`src/rtl/idx_ea_pkg.sv`:
```
// Package: shared widths and width-code decoding for the indexed
// effective address generator. Assumes byte-serial displacement input.
package idx_ea_pkg;

    // Offset width codes as latched at start
    typedef enum logic [1:0] {
        OFS_ONE   = 2'b00,
        OFS_TWO   = 2'b01,
        OFS_THREE = 2'b10,
        OFS_THR_A = 2'b11
    } ofs_width_e;

    // Index of the final byte (bytes minus one) for a width code
    function automatic logic [1:0] final_byte_idx(input logic [1:0] code);
        case (code)
            OFS_ONE: final_byte_idx = 2'd0;
            OFS_TWO: final_byte_idx = 2'd1;
            default: final_byte_idx = 2'd2;
        endcase
    endfunction

endpackage

```
`src/rtl/idx_regfile.sv`:
```
// Index register file: NUM_IDX registers of DATA_W bits, one write port
// and one combinational read port. Assumes a synchronous active-low reset.
module idx_regfile #(
    parameter int DATA_W  = 32,
    parameter int NUM_IDX = 2,
    localparam int SEL_W  = (NUM_IDX > 1) ? $clog2(NUM_IDX) : 1
) (
    input  logic              clk,
    input  logic              rst_n,
    input  logic              wr_en,
    input  logic [SEL_W-1:0]  wr_sel,
    input  logic [DATA_W-1:0] wr_data,
    input  logic [SEL_W-1:0]  rd_sel,
    output logic [DATA_W-1:0] rd_data
);

    logic [DATA_W-1:0] regs_q [NUM_IDX];

    for (genvar g = 0; g < NUM_IDX; g++) begin : g_reg
        // Holds one index register; cleared in reset, written on a matching load
        always_ff @(posedge clk) begin
            if (!rst_n)
                regs_q[g] <= '0;
            else if (wr_en && (wr_sel == SEL_W'(g)))
                regs_q[g] <= wr_data;
        end
    end

    // Read port selects the register used for the access
    always_comb rd_data = regs_q[rd_sel];

    // a load lands in the addressed register
    p_load_lands_r2: assert property (@(posedge clk) disable iff (!rst_n)
        wr_en |=> regs_q[$past(wr_sel)] == $past(wr_data));

endmodule

```
`src/rtl/disp_collector.sv`:
```
// Displacement collector: latches width, mode and register select at start,
// then gathers BYTE_W-bit bytes least significant first. It exposes the
// merged offset including the byte taken this cycle and flags the last byte.
// Assumes start has priority over a byte in the same cycle.
module disp_collector
    import idx_ea_pkg::*;
#(
    parameter int BYTE_W    = 8,
    parameter int MAX_BYTES = 3,
    parameter int SEL_W     = 1,
    localparam int DISP_W   = BYTE_W * MAX_BYTES,
    localparam int CNT_W    = $clog2(MAX_BYTES)
) (
    input  logic              clk,
    input  logic              rst_n,
    input  logic              start,
    input  logic [1:0]        width_in,
    input  logic              ext_in,
    input  logic [SEL_W-1:0]  sel_in,
    input  logic [BYTE_W-1:0] byte_in,
    input  logic              byte_vld,
    output logic [DISP_W-1:0] ofs_merged,
    output logic [1:0]        width_q,
    output logic              ext_q,
    output logic [SEL_W-1:0]  sel_q,
    output logic              take_last
);

    logic              busy_q;
    logic [CNT_W-1:0]  cnt_q;
    logic [DISP_W-1:0] acc_q;
    logic [CNT_W-1:0]  last_cnt;
    logic              take;

    // Final byte position for the latched width
    always_comb last_cnt = CNT_W'(final_byte_idx(width_q));

    // A byte is taken only inside a collection and never on a start cycle
    always_comb take = busy_q && byte_vld && !start;
    always_comb take_last = take && (cnt_q == last_cnt);

    for (genvar g = 0; g < MAX_BYTES; g++) begin : g_lane
        // Places the incoming byte in its lane; other lanes keep gathered bytes
        always_comb ofs_merged[g*BYTE_W +: BYTE_W] =
            (take && cnt_q == CNT_W'(g)) ? byte_in : acc_q[g*BYTE_W +: BYTE_W];
    end

    // Collection state: restart on start, advance on each taken byte
    always_ff @(posedge clk) begin
        if (!rst_n) begin
            busy_q  <= 1'b0;
            cnt_q   <= '0;
            acc_q   <= '0;
            width_q <= 2'b00;
            ext_q   <= 1'b0;
            sel_q   <= '0;
        end else if (start) begin
            busy_q  <= 1'b1;
            cnt_q   <= '0;
            acc_q   <= '0;
            width_q <= width_in;
            ext_q   <= ext_in;
            sel_q   <= sel_in;
        end else if (take) begin
            acc_q <= ofs_merged;
            if (cnt_q == last_cnt)
                busy_q <= 1'b0;
            else
                cnt_q <= cnt_q + 1'b1;
        end
    end

    // the byte counter never passes the final position of the width
    p_cnt_in_range_r3: assert property (@(posedge clk) disable iff (!rst_n)
        busy_q |-> cnt_q <= last_cnt);

    // a start always opens a fresh collection at byte zero
    p_restart_r8: assert property (@(posedge clk) disable iff (!rst_n)
        start |=> busy_q && cnt_q == '0);

endmodule

```
`src/rtl/ea_adder.sv`:
```
// Effective address adder: sign-extends the offset from its latched width
// and adds it to the index value, with a native (NAT_W-bit) or extended
// (ADDR_W-bit) wrap. Purely combinational; assumes ADDR_W > DISP_W.
module ea_adder
    import idx_ea_pkg::*;
#(
    parameter int ADDR_W    = 32,
    parameter int NAT_W     = 16,
    parameter int BYTE_W    = 8,
    parameter int MAX_BYTES = 3,
    localparam int DISP_W   = BYTE_W * MAX_BYTES,
    localparam int SH_W     = $clog2(DISP_W + 1)
) (
    input  logic [ADDR_W-1:0] idx_val,
    input  logic [DISP_W-1:0] ofs,
    input  logic [1:0]        width,
    input  logic              ext,
    output logic [ADDR_W-1:0] ea
);

    logic [SH_W-1:0]          sh;
    logic [DISP_W-1:0]        aligned;
    logic signed [DISP_W-1:0] ofs_sx;
    logic [ADDR_W-1:0]        ofs_full;
    logic [NAT_W-1:0]         nat_sum;

    // Shift distance that puts the offset's sign bit at the top
    always_comb sh = SH_W'(BYTE_W) *
                     (SH_W'(MAX_BYTES - 1) - SH_W'(final_byte_idx(width)));

    // Sign extension by a left shift followed by an arithmetic right shift
    always_comb begin
        aligned  = ofs << sh;
        ofs_sx   = $signed(aligned) >>> sh;
        ofs_full = {{(ADDR_W - DISP_W){ofs_sx[DISP_W-1]}}, ofs_sx};
    end

    // Native sum uses only the low NAT_W bits, so no carry leaves bit NAT_W-1
    always_comb nat_sum = idx_val[NAT_W-1:0] + ofs_full[NAT_W-1:0];

    // Mode picks the wrap: zero-filled native sum or full-width sum
    always_comb ea = ext ? (idx_val + ofs_full)
                         : {{(ADDR_W - NAT_W){1'b0}}, nat_sum};

endmodule

```
`src/rtl/idx_ea_gen.sv`:
```
// Indexed effective address generator top: index register file, byte
// collector and adder. The address is registered on the edge that takes
// the final displacement byte, and a one-cycle strobe marks it.
// Assumes a synchronous active-low reset and two index registers.
module idx_ea_gen #(
    parameter int ADDR_W    = 32,
    parameter int NAT_W     = 16,
    parameter int BYTE_W    = 8,
    parameter int MAX_BYTES = 3,
    parameter int NUM_IDX   = 2,
    localparam int DISP_W   = BYTE_W * MAX_BYTES,
    localparam int SEL_W    = (NUM_IDX > 1) ? $clog2(NUM_IDX) : 1
) (
    input  logic              clk,
    input  logic              rst_n,
    input  logic              idx_ld_en,
    input  logic [SEL_W-1:0]  idx_ld_sel,
    input  logic [ADDR_W-1:0] idx_ld_data,
    input  logic              start,
    input  logic [1:0]        ofs_width,
    input  logic              ext_mode,
    input  logic [SEL_W-1:0]  idx_sel,
    input  logic [BYTE_W-1:0] disp_byte,
    input  logic              disp_valid,
    output logic [ADDR_W-1:0] ea_addr,
    output logic              ea_valid
);

    logic [ADDR_W-1:0] idx_val;
    logic [DISP_W-1:0] ofs_merged;
    logic [1:0]        col_width;
    logic              col_ext;
    logic [SEL_W-1:0]  col_sel;
    logic              take_last;
    logic [ADDR_W-1:0] ea_next;

    idx_regfile #(.DATA_W(ADDR_W), .NUM_IDX(NUM_IDX)) u_regs (
        .clk     (clk),
        .rst_n   (rst_n),
        .wr_en   (idx_ld_en),
        .wr_sel  (idx_ld_sel),
        .wr_data (idx_ld_data),
        .rd_sel  (col_sel),
        .rd_data (idx_val)
    );

    disp_collector #(.BYTE_W(BYTE_W), .MAX_BYTES(MAX_BYTES), .SEL_W(SEL_W)) u_col (
        .clk        (clk),
        .rst_n      (rst_n),
        .start      (start),
        .width_in   (ofs_width),
        .ext_in     (ext_mode),
        .sel_in     (idx_sel),
        .byte_in    (disp_byte),
        .byte_vld   (disp_valid),
        .ofs_merged (ofs_merged),
        .width_q    (col_width),
        .ext_q      (col_ext),
        .sel_q      (col_sel),
        .take_last  (take_last)
    );

    ea_adder #(.ADDR_W(ADDR_W), .NAT_W(NAT_W), .BYTE_W(BYTE_W),
               .MAX_BYTES(MAX_BYTES)) u_add (
        .idx_val (idx_val),
        .ofs     (ofs_merged),
        .width   (col_width),
        .ext     (col_ext),
        .ea      (ea_next)
    );

    // Output register: capture the address and pulse valid on the final byte
    always_ff @(posedge clk) begin
        if (!rst_n) begin
            ea_addr  <= '0;
            ea_valid <= 1'b0;
        end else begin
            ea_valid <= take_last;
            if (take_last)
                ea_addr <= ea_next;
        end
    end

    // the strobe never lasts two cycles
    p_single_pulse_r7: assert property (@(posedge clk) disable iff (!rst_n)
        ea_valid |=> !ea_valid);

    // the address only moves together with a new strobe
    p_addr_hold_r7: assert property (@(posedge clk) disable iff (!rst_n)
        !$stable(ea_addr) |-> ea_valid);

    // a native result carries nothing above the native width
    p_native_upper_zero_r5: assert property (@(posedge clk) disable iff (!rst_n)
        (ea_valid && !col_ext) |-> ea_addr[ADDR_W-1:NAT_W] == '0);

endmodule

```
`config.mk`:
```
export PLATFORM = sky130hd
export DESIGN_NAME = idx_ea_gen
export DESIGN_NICKNAME = d
export VERILOG_FILES = /design/src/rtl/idx_ea_pkg.sv /design/src/rtl/idx_regfile.sv /design/src/rtl/disp_collector.sv /design/src/rtl/ea_adder.sv /design/src/rtl/idx_ea_gen.sv
export SDC_FILE = /design/constraint.sdc
export NUM_CORES = 1
export LEC_CHECK = 0
export BUFFER_PORTS_ARGS = -buffer_cell sky130_fd_sc_hd__buf_2
export CORE_MARGIN = 2
export CORE_UTILIZATION = 55
export CTS_BUF_LIST = sky130_fd_sc_hd__clkbuf_4 sky130_fd_sc_hd__clkbuf_8
export DETAILED_ROUTE_END_ITERATION = 7
export PLACE_DENSITY_LB_ADDON = 0.15
export SYNTH_ARGS = -nofsm -noshare
export SYNTH_HDL_FRONTEND = slang
export SYNTH_SLANG_ARGS = --single-unit
```
`constraint.sdc`:
```
create_clock -name clk -period 3.9 [get_ports clk]
set_input_delay 0.78 -clock clk [delete_from_list [all_inputs] [get_ports clk]]
set_output_delay 0.78 -clock clk [all_outputs]
set_load 0.01 [all_outputs]
```
==> metrics.cfg <==
[sta]
tightest_slew_ns=0.987
slew_headroom_pct=34.2
period_share_pct=95.1
setup_violations=0
setup_slack_ns=0.190
finalHoldViolCount=0
clock.fmax_ghz=0.270
fin_tns_setup_ns=0
period_needed_ns=3.71
rsz0062_at_grt=false
drv_slew=0
fin_skew_ns=0.0117
whs_ns=0.460

[worst_setup_path]
worstReg2RegEnd=ea_addr[30]$_SDFFE_PN0P_
path_cells=inv_1, ha_1, nand4b_4, mux2_4, nor2_1, buf_4, a21oi_1, ha_1, nand2_1, a2111oi_1, buf_4, nor2_1, a211oi_1, a21oi_1, nor3_1, nor4_1, o31ai_1
critPathKind=reg2reg
cp_top_family=compound AO/OA/AOI/OAI gates
crit_required_ns=4.25
slowest_stage=ha_1
critPathCaptureType=flip-flop
slowest_delay_ns=0.38
r2r_slack_ns=0.19
rr_startpoint=u_col.cnt_q[1]$_SDFFE_PP0P_
cp_max_fo=8
worstPathArrival_ns=4.06
path_buf_inv=3
start_kind=flip-flop
reg2reg_depth=17

[power]
powerDensity_nw_per_um2=414
p_comb_share_pct=19.2
p_clk_share_pct=36.2
power.internal_mw=2.48
irDropWorstVdd_mv=0.235
power.leakage_nw=3.56
p_switching_uw=910
swShare_pct=26.8
finalPower_mw=3.39
pwr-share-seq_pct=44.6

[clock_network]
cts-root-buf=clkbuf_8
htreeDepth=4
cts_tree=done
post-cts-setup-buffer-count=0
cts_num_sinks=129
cts_buffers=17
cts.clk_slew.worst_paths_ns=0.07
clock_latency_ns=0.45
cts_buffer_depth=2

[synth]
yosys.area.top_type=edfxtp_1
syn_area_per_cell_um2=10.4
ys_seq_elements=129
yosysSeqAreaShare_pct=46.3
ys.flop_type=dfxtp_1
synth.cell_area_um2=6960
synth-edff-count=64
synth_top_cell_area_share_pct=27.6
syn_inst=667
synth_area_leaders=edfxtp_1, dfxtp_1, ha_1
async_flop_share_pct=0
synth_cell_types=55
ys_warn_count=0
syn_nets=759

[place]
port_buffers=82
place.gp.congestion=0.919
preCtsSetupSlack_ns=-0.0530
dp_hpwl_um=12000

[routing]
first_pass_iters=5
vias_per_cell=5.53
ant_nets=0
avgRoutedWirePerCell_um=17.0
drt_iter0_markers=363
drt-total-wl_um=16300
vias=5312
drc=0

[cells_and_area]
utilization_pct=65.7
fillers=1060
n_antenna_cell=0
mostFrequentLayoutCells=buf_2, and2_1, dfxtp_1, edfxtp_1, a21oi_1
final_common_cell=buf_2
nets=867
final_layout_size_suffix_gt1_share_pct=25.0
area_growth_pct=17.7

[worst_hold_path]
holdPathStages=2
hold_path_class=reg2reg
hp-start=ea_addr[16]$_SDFFE_PN0P_
min_to=ea_addr[16]$_SDFFE_PN0P_

[grt]
grt_use_total_pct=25.0
grt_max_degree=33
grt_pass1_wl_um=25500
grt_pass1_vias=5048
antenna_found_initial=0
gr-total-overflow=0

[floorplanning]
fp.dieW_um=117
die_h_um=117
rows=41
io_pins=83
core_um2=12500
start_util_pct=55.9
dieArea_um2=13600

[status]
status=completed

[run]
drv_cap=0

-- per-layer routing --
metal | up-vias | global-route usage, % | share of wire [%] | routed length (µm)
met1 | 2516 | 34.9 | 46 | 7510
met3 | 18 | 5.35 | 6.4 | 1040
met2 | 176 | 38.0 | 46 | 7510
met4 | 0 | 10.1 | 1.4 | 235
li1 | 2602 | - | - | -
met5 | - | 0 | 0 | 0
-- synthesized netlist by cell type, drive strengths merged (2+ instances only) --
master	instances
o21bai	2
nor3	6
nor4	2
nand4b	2
a31oi	3
ha	41
o31ai	2
a211oi	4
o22ai	2
buf	4
nand4	8
inv	8
o211ai	3
a2111oi	2
nand2	43
mux2	40
and3	6
dfxtp	65
nor2b	32
a21oi	58
mux2i	34
xor2	12
nand3b	2
and2	66
nand2b	3
o21a	3
a21o	10
nor2	34
o21ai	39
edfxtp	64
nand3	9
xnor2	17
a22oi	2
clkbuf	26
-- layout make-up --
type                       instances  area (µm²)  area share, %
inverter                           8        30.0          0.366
multi-input combinational        500        3610           44.1
clock inverter                    13         168           2.05
timing repair buffer             119         688           8.40
tap                              172         215           2.63
clock buffer                      19         255           3.11
sequential                       129        3220           39.3
-- worst max-delay path by stage --
| stage | from | endpoint | slack, ns | cells past startpoint |
|---|---|---|---|---|
| 6_report | u_col.cnt_q[1]$_SDFFE_PP0P_ | ea_addr[30]$_SDFFE_PN0P_ | 0.19 | 17 |
| 5_1_grt | u_col.cnt_q[1]$_SDFFE_PP0P_ | ea_addr[25]$_SDFFE_PN0P_ | 0.005 | 15 |
| 4_1_cts | u_col.cnt_q[1]$_SDFFE_PP0P_ | ea_addr[30]$_SDFFE_PN0P_ | 0.15 | 17 |
| 3_5_place_dp | start | ea_addr[30]$_SDFFE_PN0P_ | -0.05 | 16 |
| 3_3_place_gp | start | ea_addr[28]$_SDFFE_PN0P_ | 0.05 | 15 |
| 2_1_floorplan | start | ea_addr[31]$_SDFFE_PN0P_ | 0.01 | 15 |
-- kinds of logic after synthesis --
group	count (synthesis)	synth area share [%]
compound gates	138	11.9
xor+xnor	29	3.65
fa+ha+maj	42	7.65
buf+inv	38	2.17
flops	129	46.3
mux	74	11.4
simple gates	217	16.9
-- flip-flops by register name (all words and copies together), names as in the netlist, named ones only --
| register | cells |
|---|---|
| u_col.width_q | 2 |
| u_col.sel_q | 1 |
| u_col.busy_q | 1 |
| u_regs.regs_q | 64 |
| u_col.cnt_q | 2 |
| ea_valid | 1 |
| ea_addr | 32 |
| u_col.ext_q | 1 |
| u_col.acc_q | 24 |
-- power by group through the flow --
stage | Sequential, mW | Combinational [mW] | Clock, mW
floorplan | 1.54 | 0.426 | 0
global placement | 1.54 | 0.630 | 0
detailed placement | 1.54 | 0.640 | 0
CTS | 1.51 | 0.645 | 1.25
global route | 1.52 | 0.711 | 1.30
finish | 1.51 | 0.650 | 1.23
-- per-stage QoR --
step,instance area [µm²],instances
after global placement,7760,928
after floorplan,6980,667
after detailed placement,7760,928
final,8190,960
after CTS,8190,960
after global routing,8190,960
-- worst min-delay path, stage by stage, from the launching register on --
cell and delay [ns]:
dfxtp_1 0.33, nand2_1 0.05, o21ai_0 0.06
-- what timing repair did --
item,4_1_cts,5_1_grt
endpoints found under the setup margin,0,4
endpoints found under the hold margin,0,0
hold buffers,0,0
gates resized for setup,0,4
(Power assumes the default switching activity.)
